$ cat config.mk
export PLATFORM = sky130hd
export DESIGN_NAME = pattern_sequencer
export DESIGN_NICKNAME = d
export VERILOG_FILES = /design/src/rtl/mps_pkg.sv /design/src/rtl/mps_store.sv /design/src/rtl/mps_wait_sync.sv /design/src/rtl/mps_core.sv /design/src/rtl/pattern_sequencer.sv
export SDC_FILE = /design/constraint.sdc
export NUM_CORES = 1
export LEC_CHECK = 0
export ABC_AREA = 0
export BUFFER_PORTS_ARGS = -buffer_cell sky130_fd_sc_hd__buf_2
export CAP_MARGIN = 0
export CORE_AREA = 8 8 323 325
export DETAILED_ROUTE_END_ITERATION = 6
export DIE_AREA = 0 0 331 333
export SLEW_MARGIN = 15
export SYNTH_ARGS = -nofsm -noshare
export SYNTH_HDL_FRONTEND = slang
export SYNTH_SLANG_ARGS = --single-unit
$ cat constraint.sdc
create_clock -name clk -period 2.5 [get_ports clk]
set_clock_uncertainty 0.05 [all_clocks]
set_input_delay 0.5 -clock clk [delete_from_list [all_inputs] [get_ports clk]]
set_output_delay 0.5 -clock clk [all_outputs]
set_load 0.01 [all_outputs]
$ cat src/rtl/mps_pkg.sv
package mps_pkg;
  localparam int WORD_W   = 32;
  localparam int END_BIT  = 31;
  localparam int WEN_BIT  = 30;
  localparam int XFER_BIT = 29;

  typedef struct packed {
    logic is_end;
    logic wait_en;
    logic xfer;
  } word_flags_t;

  function automatic word_flags_t decode_flags(input logic [WORD_W-1:0] w);
    word_flags_t f;
    f.is_end  = w[END_BIT];
    f.wait_en = w[WEN_BIT];
    f.xfer    = w[XFER_BIT];
    return f;
  endfunction
endpackage

$ cat src/rtl/mps_store.sv
module mps_store #(
  parameter int DEPTH = 64,
  parameter int W     = 32,
  localparam int AW   = $clog2(DEPTH)
) (
  input  logic          clk,
  input  logic          wr_en,
  input  logic [AW-1:0] wr_addr,
  input  logic [W-1:0]  wr_data,
  input  logic [AW-1:0] rd_addr,
  output logic [W-1:0]  rd_data
);
  logic [W-1:0] mem [DEPTH];

  always_ff @(posedge clk) begin
    if (wr_en) mem[wr_addr] <= wr_data;
  end

  assign rd_data = mem[rd_addr];
endmodule

$ cat src/rtl/mps_wait_sync.sv
module mps_wait_sync (
  input  logic clk,
  input  logic rst_n,
  input  logic wait_in,
  output logic wait_q
);
  always_ff @(posedge clk or negedge rst_n) begin
    if (!rst_n) wait_q <= 1'b0;
    else        wait_q <= wait_in;
  end
endmodule

$ cat src/rtl/mps_core.sv
module mps_core
  import mps_pkg::*;
#(
  parameter int AW    = 6,
  parameter int PIN_W = 8
) (
  input  logic              clk,
  input  logic              rst_n,
  input  logic              req_valid,
  input  logic [AW-1:0]     req_start,
  output logic              req_ready,
  output logic [AW-1:0]     rd_addr,
  input  logic [WORD_W-1:0] rd_data,
  input  logic              wait_q,
  output logic [PIN_W-1:0]  pins_o,
  output logic              dval_o,
  output logic              busy_o
);
  logic              active_q;
  logic [WORD_W-1:0] word_q;
  logic [AW-1:0]     idx_q;
  logic [PIN_W-1:0]  pins_q;
  logic              pend_q;
  logic [AW-1:0]     pend_idx_q;
  logic              wen_prev_q;

  word_flags_t       flg;
  logic              frozen, step, finish, launch;
  logic [AW-1:0]     nxt_idx;

  always_comb begin
    flg     = decode_flags(word_q);
    frozen  = active_q && wen_prev_q && wait_q;
    step    = active_q && !frozen;
    finish  = step && flg.is_end;
    launch  = pend_q && (!active_q || finish);
    nxt_idx = launch ? pend_idx_q : idx_q + AW'(1);
  end

  assign rd_addr   = nxt_idx;
  assign req_ready = !pend_q;
  assign pins_o    = pins_q;
  assign dval_o    = active_q && flg.xfer && !frozen;
  assign busy_o    = active_q;

  always_ff @(posedge clk or negedge rst_n) begin
    if (!rst_n) begin
      active_q   <= 1'b0;
      word_q     <= '0;
      idx_q      <= '0;
      pins_q     <= '1;
      pend_q     <= 1'b0;
      pend_idx_q <= '0;
      wen_prev_q <= 1'b0;
    end else begin
      if (req_valid && !pend_q) begin
        pend_q     <= 1'b1;
        pend_idx_q <= req_start;
      end else if (launch) begin
        pend_q <= 1'b0;
      end
      wen_prev_q <= active_q && flg.wait_en;
      if (launch || (step && !flg.is_end)) begin
        active_q <= 1'b1;
        word_q   <= rd_data;
        idx_q    <= nxt_idx;
        pins_q   <= rd_data[PIN_W-1:0];
      end else if (finish) begin
        active_q <= 1'b0;
        word_q   <= '0;
        pins_q   <= '1;
      end
    end
  end

  AST_PARK_HIGH: assert property (@(posedge clk) disable iff (!rst_n)
    (finish && !pend_q) |=> (pins_o == {PIN_W{1'b1}} && !busy_o));

  AST_CHAIN_LAUNCH: assert property (@(posedge clk) disable iff (!rst_n)
    (finish && pend_q) |=> (busy_o && req_ready));

  AST_SLOT_FILLS: assert property (@(posedge clk) disable iff (!rst_n)
    (req_valid && req_ready) |=> !req_ready);

  AST_FREEZE_HOLD: assert property (@(posedge clk) disable iff (!rst_n)
    frozen |=> ($stable(pins_o) && $stable(idx_q)));

  AST_STEP_NEXT: assert property (@(posedge clk) disable iff (!rst_n)
    (step && !flg.is_end) |=> (idx_q == $past(idx_q) + AW'(1)));

  AST_SHORT_FREEZE: assert property (@(posedge clk) disable iff (!rst_n)
    (frozen && !flg.wait_en) |=> !frozen);
endmodule

$ cat src/rtl/pattern_sequencer.sv
module pattern_sequencer #(
  parameter int DEPTH = 64,
  parameter int PIN_W = 8,
  localparam int AW   = $clog2(DEPTH),
  localparam int W    = mps_pkg::WORD_W
) (
  input  logic             clk,
  input  logic             rst_n,
  input  logic             host_we,
  input  logic [AW-1:0]    host_addr,
  input  logic [W-1:0]     host_wdata,
  input  logic             req_valid,
  input  logic [AW-1:0]    req_start,
  output logic             req_ready,
  input  logic             mem_wait,
  output logic [PIN_W-1:0] pins,
  output logic             dval
);
  logic          busy;
  logic          wait_q;
  logic [AW-1:0] rd_addr;
  logic [W-1:0]  rd_data;
  logic          store_we;

  assign store_we = host_we && !busy;

  mps_store #(.DEPTH(DEPTH), .W(W)) u_store (
    .clk(clk), .wr_en(store_we), .wr_addr(host_addr), .wr_data(host_wdata),
    .rd_addr(rd_addr), .rd_data(rd_data)
  );

  mps_wait_sync u_wait (
    .clk(clk), .rst_n(rst_n), .wait_in(mem_wait), .wait_q(wait_q)
  );

  mps_core #(.AW(AW), .PIN_W(PIN_W)) u_core (
    .clk(clk), .rst_n(rst_n), .req_valid(req_valid), .req_start(req_start),
    .req_ready(req_ready), .rd_addr(rd_addr), .rd_data(rd_data),
    .wait_q(wait_q), .pins_o(pins), .dval_o(dval), .busy_o(busy)
  );
endmodule

-- After elaboration in Yosys (flattened, before gate mapping)
Memory sizes are Yosys's and may differ from the RTL's.
Cells that the tools add are included.
- add/sub/neg operators: 1
- muxes and demuxes: 11
- reduce and logical (&&, ||, !) cells: 19
- operators with widths (kind ; number):
    two-way mux 32 bit ; 2
    two-way mux 8 bit ; 2
    logical AND 1 bit ; 11
    adder 6 x 1 -> 6 bit (second input constant) ; 1
    two-way mux 1 bit ; 6
    two-way mux 6 bit ; 1
    zero test 1 bit ; 4
    nonzero test 2 bit ; 2
    logical OR 1 bit ; 2
- flip-flop bits (word level): 56
- memory bits (writable): 2048
- bits of input ports: 49
- output and inout port bits: 10
- memories kept: 1
- memory list (name ; words ; width ; rd ports ; clocked after memory_dff ; wr ports ; RTL line ; source):
    u_store.mem ; 64 ; 32 ; 1 ; 0 ; 1 ; mps_store.sv:13 ; logic [W-1:0] mem [DEPTH];

-- Longest topological paths before layout
Gate-level depths: netlist of the first run.
An unclocked memory read counts as a cell.
- depth after elaboration: 10
- depth in mapped cells: 13

-- By module
From an unflattened synthesis of the first run, not the netlist that was laid out.
- cells, all modules: 3396
- area, all modules: 79099.6 um^2
- modules (own cells, without submodules) (module ; instances ; cells an instance ; area each (um^2)):
    mps_store ; 1 ; 3292 ; 77874.7
    mps_core ; 1 ; 102 ; 1186.1
    mps_wait_sync ; 1 ; 1 ; 25.0
    pattern_sequencer ; 1 ; 1 ; 13.8

-- Least setup slack after synthesis of the first run
OpenSTA, ideal clock, no wires.
- path kind: flip-flop to flip-flop
- start point: register u_core.idx_q[0]
- end point: register u_core.pins_q[2] (netlist: u_core.pins_o[2])
- arrival: 2.301 ns
- path slack: 0.077 ns
- cell stages (with the launch flop): 10
- period minus slack after synthesis: 2.423 ns
- cell sequence: dfrtp_1 > ha_1 > xor2_1 > nor2_1 > mux2i_4 > a211oi_1 > o41a_1 > a2111oi_2 > a2111oi_2 > o21ai_1
- word-level cells in the longest chain between the ends: 4
- ends and longest elaborated chain (element ; RTL line ; source):
    start: declaration ; mps_core.sv:21 ; logic [AW-1:0] idx_q;
    start signal: assignment ; mps_core.sv:66 ; idx_q <= nxt_idx;
    adder 6 x 1 -> 6 bit ; mps_core.sv:37 ; nxt_idx = launch ? pend_idx_q : idx_q + AW'(1);
    two-way mux 6 bit ; mps_core.sv:37 ;
    memory (64 x 32 bit) ; -- ;
    two-way mux 8 bit ; mps_core.sv:63 ; if (launch || (step && !flg.is_end)) begin
    end signal: assignment ; mps_core.sv:67 ; pins_q <= rd_data[PIN_W-1:0];
    end: declaration ; mps_core.sv:22 ; logic [PIN_W-1:0] pins_q;
Every way passes these cells.
A chain may end at the register's enable or synchronous reset.

-- Final worst setup path of the first run
- start point: register u_core.word_q[31]
- end point: register u_core.pins_q[4] (netlist: u_core.pins_o[4])
- word-level cells in the longest chain between the ends: 6
- elaborated cells between the ends (all ways): 10
- those cells by class: mux (2); reduce/logical (7); memory (1)
- ends and longest elaborated chain (element ; RTL line ; source):
    start: declaration ; mps_core.sv:20 ; logic [WORD_W-1:0] word_q;
    start signal: assignment ; mps_core.sv:65 ; word_q <= rd_data;
    logical AND 1 bit ; mps_core.sv:35 ; finish = step && flg.is_end;
    logical OR 1 bit ; mps_core.sv:36 ; launch = pend_q && (!active_q || finish);
    logical AND 1 bit ; mps_core.sv:36 ;
    two-way mux 6 bit ; mps_core.sv:37 ;
    memory (64 x 32 bit) ; -- ;
    two-way mux 8 bit ; mps_core.sv:63 ;
Parallel ways exist; a longest one is shown, timed or not.

==> results of run 1 <==
==> timing repair <==
| action | CTS | global route |
|---|---|---|
| hold buffers | 2 | 0 |
| setup buffers | 17 | 15 |
| endpoints found under the setup margin | 11 | 11 |
| gates cloned | 3 | 3 |
| hold endpoints to repair | 20 | 0 |
| gates resized for setup | 85 | 68 |
| pin swaps | 22 | 26 |
==> cells by family (layout without fill, tap and decap cells) <==
logic type,count (synthesis),in the layout,share of synthesized area (%)
buf+inv,130,523,2.29
flops,731,731,74.1
xor+xnor,4,4,0.119
compound gates,358,358,9.08
simple gates,637,638,9.75
fa+ha+maj,1,1,0.0425
other cells,0,6,0
mux,110,110,4.59
==> synthesized netlist by cell type, types with 8 or more instances <==
| master | n | area (um2) |
|---|---|---|
| o21a_1 | 8 | 60.1 |
| nand3_1 | 104 | 521 |
| nor2_1 | 84 | 315 |
| buf_2 | 55 | 275 |
| buf_4 | 16 | 120 |
| o21ai_0 | 56 | 280 |
| mux4_2 | 17 | 383 |
| a31oi_1 | 16 | 100 |
| o21ai_1 | 10 | 50.1 |
| a211oi_1 | 52 | 390 |
| dfrtp_1 | 19 | 475 |
| nand2_1 | 331 | 1240 |
| dfstp_2 | 8 | 210 |
| nand4_1 | 21 | 131 |
| mux2_2 | 9 | 101 |
| mux2i_1 | 80 | 801 |
| a32oi_1 | 76 | 666 |
| a22oi_1 | 20 | 150 |
| edfxtp_1 | 704 | 21100 |
| clkbuf_1 | 44 | 165 |
| and3_1 | 71 | 444 |
| a21oi_1 | 46 | 230 |
==> per-layer routing <==
layer  wire length (um)  GRT usage (%)
met1              35600           20.2
met5                 67              0
met4               3700           6.64
met3               8970           4.20
met2              41100           24.4
==> registers in the layout (all words and copies together) (netlist names) <==
signal,count
u_wait.wait_q,1
u_core.wen_prev_q,1
u_core.busy_o,1
u_store.mem,704
u_core.word_q,3
u_core.idx_q,6
u_core.pend_q,1
u_core.pend_idx_q,6
u_core.pins_o,8
==> worst max-delay path, delay by kind of cell (launching register included) <==
family | cells | cell delay (ns)
buffers and inverters | 4 | 0.77
AOI/OAI and AO/OA | 5 | 0.96
DFF | 1 | 0.42
and+or+nand+nor | 3 | 0.43
==> through the flow <==
stage / hold WS (ns) / power (mW)
6_report: 0.0479 / 54.1
5_1_grt: 0.0396 / 56.2
4_1_cts: 0.0143 / 52.3
3_5_place_dp: 0.428 / 39.7
3_3_place_gp: 0.429 / 39.5
2_1_floorplan: 0.154 / 27.3
==> layout make-up <==
cell class,count,area (um2)
diodes,6,15.0
clock buffers,96,1980
clock inverters,36,324
fillers,9181,62300
inverters,3,11.3
multi-input cells,1111,7540
flip-flops and latches,731,21800
well taps,1298,1620
repair buffers,388,3630
==> power by group <==
| group | total, mW | internal (mW) | switching (mW) |
|---|---|---|---|
| logic | 29.3 | 12.6 | 16.8 |
| clock network | 10.6 | 5.95 | 4.68 |
| registers | 14.2 | 13.8 | 0.398 |
| total | 54.1 | 32.3 | 21.8 |
==> placed cells by master (no fill, tap or decap), types with 13 or more instances in the layout <==
cell type / count
mux2i_1: 70
dfrtp_1: 17
nor2_1: 79
a31oi_1: 15
a22oi_1: 18
buf_2: 37
a211oi_1: 38
nand3_1: 99
nand2_1: 330
edfxtp_1: 704
o21ai_1: 14
clkinv_1: 15
nand4_1: 21
buf_6: 22
clkbuf_16: 79
a21oi_1: 44
buf_12: 42
clkbuf_1: 20
and3_1: 66
o21ai_0: 46
a32oi_1: 71
mux4_2: 17
a211oi_2: 13
buf_4: 272
==> worst max path at each step <==
| stage | from | to | depth (start not counted) |
|---|---|---|---|
| 2_1_floorplan | u_core.idx_q[0] | u_core.pins_o[2] | 9 |
| 3_3_place_gp | u_core.word_q[31] | u_core.pins_o[6] | 9 |
| 5_1_grt | u_core.word_q[31] | u_core.pins_o[0] | 11 |
| 3_5_place_dp | u_core.word_q[31] | u_core.pins_o[6] | 9 |
| 4_1_cts | u_core.word_q[31] | u_core.pins_o[4] | 10 |
| 6_report | u_core.word_q[31] | u_core.pins_o[4] | 12 |
==> results.cfg, run 1 <==
[logic_synthesis]
netlist_instances = 1971
synth_edf_count = 704
ys_seq_elements = 731
async_flop_share_pct = 3.69
yosys_most_used_dff = edfxtp_1
postSynthAreaPerCell_um2 = 14.9
netlist_area_mm2 = 0.0294
ys_seq_area_share_pct = 74.1
syn_nets = 2021
yosys_warnings = 0
synth.distinct_cells = 79

[worst_setup_path]
startpoint_type = flip-flop
critical_path_class = reg -> reg
reg2reg_depth = 12
required_ns = 3.01
ff2ff_setup_slack_ns = -0.23
reg2reg_to = u_core.pins_o[4]
critPathMaxStageDelay_ns = 0.42
end_kind = flip-flop
cp_cell_sequence = a21boi_4 -> buf_6 -> o21ai_4 -> buf_12 -> nand2_8 -> buf_4 -> bufbuf_16 -> nand2_1 -> a22oi_1 -> and3_1 -> a2111oi_4 -> o21ai_1
cp.arrival_ns = 3.24
worstPathMaxFanout = 22
r2r_start = u_core.word_q[31]
slowest_stage = dfrtp_1

[route]
ant_nets = 0
remaining_drc_errors = 0
dr.pass1.iters = 7
drt_iter0_drc = 2155
avgViaCountPerCell = 5.27
vias = 19300
routed_wl_mm = 89.5
wire_per_inst_um = 24.4

[die]
io_pins = 59
die_w_um = 331
die_h_um = 333
initial_core_util_pct = 29.7
rows = 116
dieArea_mm2 = 0.110
placeableCoreArea_mm2 = 0.0993

[pwr]
p_per_area_mw_per_mm2 = 1460
vdd_drop_max_uv = 853
p_leak_nw = 12.6

[min_path]
holdPathEnd = u_core.pend_q
hold_class = in -> reg
holdPathStages = 3
hold_start = req_valid

[global_route]
grt_overflow = 0
antenna_found_initial = 11
grt_pass1_wl_mm = 128
grtUsageTotal_pct = 15.6
first_global_vias = 18900
grt_max_degree = 65

[cts]
cts_buffer_depth = 3
cts-root-buf = clkbuf_16
cts_made_buffers = 76
clock_sinks = 731
cts_tree = done
cts.clk_slew.worst_paths_ns = 0.06
insertion_delay_ns = 0.64
cts_max_level = 3

[timing]
hold_violations = 0
rsz0062_at_grt = true
max_freq_ghz = 0.366
slew_violations = 0
worst_slew_pin_slew_ns = 0.780
post-route-period-util_pct = 109
finalWorstSetupSlack_ns = -0.235
post-route-min-period_ns = 2.73
relSlewSlack_pct = 48.0
finalSetupViolCount = 11
finalSetupTns_ns = -1.91

[cells_and_area]
utilization_pct = 37.2
drive_above_1_share_pct = 26.7
final_area_mm2 = 0.0369
syn2layout_area_growth_pct = 25.5
finalNetCount = 2361
final_cells = 3669

[place]
dp_cells = 3493
gp_congestion = 0.928
detailedPlace.worstSlack_ns = -0.683
port_buffers = 37
hpwl_mm = 58.3
placed_cell_area_mm2 = 0.0335

[job]
cap_viol_max_count = 0

[status]
failed_checks = setup timing
status = complete, but fails checks
Note: power is estimated with default switching activity, not from simulation.
==> inputs of run 2 (changes only) <==
- ABC_AREA: 0 -> 1
- CORE_AREA: 8 8 323 325 -> 8 8 537 539
- DIE_AREA: 0 0 331 333 -> 0 0 545 547
- GPL_ROUTABILITY_DRIVEN: unset -> 0
- SYNTH_HIERARCHICAL: unset -> 1
==> run 2 against run 1 <==
  * The flow still finishes with violations (setup timing)
  * Clock power rose by 6%
  * Final cell count increased by 78%
  * First-iteration DRC count is 8.9% lower
  * Critical path type unchanged
  * Sequential power about the same
  * Synthesized area increased by 4.6%
  * Highest routed layer is now met4
  * Routed wire length shrank 7.3%
  * Largest cell class unchanged
  * Worst setup slack gained 0.17 ns
  * Critical endpoint is now u_core/word_q[30]
  * Total power increased by 4.7%
  * Synthesized cell count rose by 38%
  * Die area increased to 2.7 times the previous value
  * Clock-buffer cell count shrank 2
==> results.cfg, run 2 <==
[cts]
cts-root-buf = clkbuf_16
insertion_delay_ns = 0.62
cts_buffer_depth = 3
cts.clk_slew.worst_paths_ns = 0.06
cts_max_level = 3
cts_tree = done
cts_made_buffers = 75
clock_sinks = 731

[pwr]
p_total_mw = 56.6
vdd_drop_max_uv = 1010
p_leak_nw = 13.6
p_per_area_mw_per_mm2 = 1410

[global_route]
antenna_found_initial = 10
grt_overflow = 0
grt_max_degree = 68
grt_pass1_wl_mm = 121
grtUsageTotal_pct = 5.18
first_global_vias = 19200

[timing]
post-route-period-util_pct = 102
hold_violations = 0
finalWorstSetupSlack_ns = -0.0623
max_freq_ghz = 0.390
rsz0062_at_grt = true
post-route-min-period_ns = 2.56
worst_slew_pin_slew_ns = 0.863
relSlewSlack_pct = 42.5
finalSetupViolCount = 11
fin_hold_ws_ns = 0.0799
slew_violations = 0

[die]
die_h_um = 547
initial_core_util_pct = 11.0
die_w_um = 545
rows = 195
dieArea_mm2 = 0.298
io_pins = 59
placeableCoreArea_mm2 = 0.280

[min_path]
hold_class = in -> reg
holdPathStages = 2
hold_start = req_start[3]
holdPathEnd = u_core/pend_idx_q[3]

[cells_and_area]
n_fill_cell = 31100
finalNetCount = 2778
final_cells = 6534
layout_common_cells = 782 x nand2_1, 704 x edfxtp_1, 547 x nand3_1
largest_register_ffs = 704
drive_above_1_share_pct = 20.7
final_common_cell = nand2_1
syn2layout_area_growth_pct = 30.8
final_area_mm2 = 0.0403
regMostFlops = u_store/mem

[logic_synthesis]
netlist_instances = 2726
syn_nets = 2776
netlist_area_mm2 = 0.0308
postSynthAreaPerCell_um2 = 11.3
yosys_warnings = 6

[place]
dp_cells = 6359
port_buffers = 37
detailedPlace.worstSlack_ns = -0.228
hpwl_mm = 50.4
placed_cell_area_mm2 = 0.0361

[route]
avgViaCountPerCell = 3.09
routed_wl_mm = 82.9
wire_per_inst_um = 12.7
remaining_drc_errors = 0
vias = 20200
drt_iter0_drc = 1963
ant_nets = 0
dr.pass1.iters = 5

[worst_setup_path]
critical_path_class = reg -> reg
end_kind = flip-flop
worstPathMaxFanout = 7
reg2reg_depth = 19
ff2ff_setup_slack_ns = -0.06
reg2reg_to = u_core/word_q[30]
required_ns = 3.00
startpoint_type = flip-flop
cp.arrival_ns = 3.06
r2r_start = u_core/wen_prev_q

[job]
cap_viol_max_count = 0

[status]
status = complete, but fails checks
failed_checks = setup timing
## run 2: changes by cell type in the layout (fill, tap and decap cells not counted), sizes merged, moves of 55 or more
cell,previous run,this run
a32oi,76,0
nand3,104,676
and3,71,0
mux2i,83,0
buf,382,261
o21ai,69,14
nand2,334,820
## run 2: repair_timing
item	4_1_cts	5_1_grt
pin swaps	8	34
hold buffers	2	0
gates resized for setup	119	102
cloned	10	10
endpoints found under the setup margin	11	11
setup buffers	8	6
hold endpoints to repair	20	0
## run 2: layout make-up
class / count / area [um2] / share of cell area [%]
diodes: 1 / 2.50 / 0.00621
clock buffers: 94 / 1970 / 4.89
clock inverters: 45 / 484 / 1.20
inverters: 42 / 191 / 0.475
multi-input cells: 1601 / 7880 / 19.6
flip-flops and latches: 731 / 21800 / 54.2
well taps: 3743 / 4680 / 11.6
repair buffers: 276 / 3230 / 8.03
repair inverters: 1 / 20.0 / 0.0497
## run 2: power by group
part           switching, mW  total (mW)  internal, mW
clock network           4.61        11.2          6.56
registers              0.176        13.9          13.7
logic                   19.5        31.6          12.1
total                   24.3        56.6          32.4
## run 2: worst max-delay path, stage by stage (launching register included)
cell	delay, ns
dfrtp_1	0.37
nand2_2	0.08
nand2_2	0.06
nand2_4	0.09
nand2_8	0.08
o21ai_4	0.15
buf_12	0.21
buf_16	0.18
buf_12	0.15
clkbuf_16	0.16
nand2_1	0.05
nand3_1	0.08
nand3_1	0.08
nand3_1	0.13
nand3_2	0.14
nand2_1	0.10
nand2_1	0.05
nand2_1	0.10
nand2_1	0.09
nand2_1	0.07
## run 2: through the flow
step	TNS, ns	util (%)
2_1_floorplan	-18.63	-
3_3_place_gp	-2.10	12.9
3_5_place_dp	-1.88	12.9
4_1_cts	-0.614	14.1
5_1_grt	-1.64	14.4
6_report	-0.391	14.4
## run 2: worst max-delay path by stage
| stage | start | slack, ns | end | cells past startpoint |
|---|---|---|---|---|
| 2_1_floorplan | host_we | -0.21 | u_store/mem[48][0] | 5 |
| 5_1_grt | u_core/wen_prev_q | -0.18 | u_core/pins_o[7] | 21 |
| 4_1_cts | u_wait/wait_q | -0.07 | u_core/pins_o[5] | 20 |
| 3_3_place_gp | u_wait/wait_q | -0.23 | u_core/pins_o[0] | 19 |
| 6_report | u_core/wen_prev_q | -0.06 | u_core/word_q[30] | 19 |
| 3_5_place_dp | u_wait/wait_q | -0.23 | u_core/pins_o[4] | 19 |
## run 2: metal layers
layer	part of all wire (%)	vias to the layer above	track usage, %	wire (um)
met5	0	-	0	0
li1	-	9355	-	-
met4	3.0	0	1.83	2500
met1	42	9882	6.73	34800
met3	6.8	145	0.603	5620
met2	48	799	8.84	40000
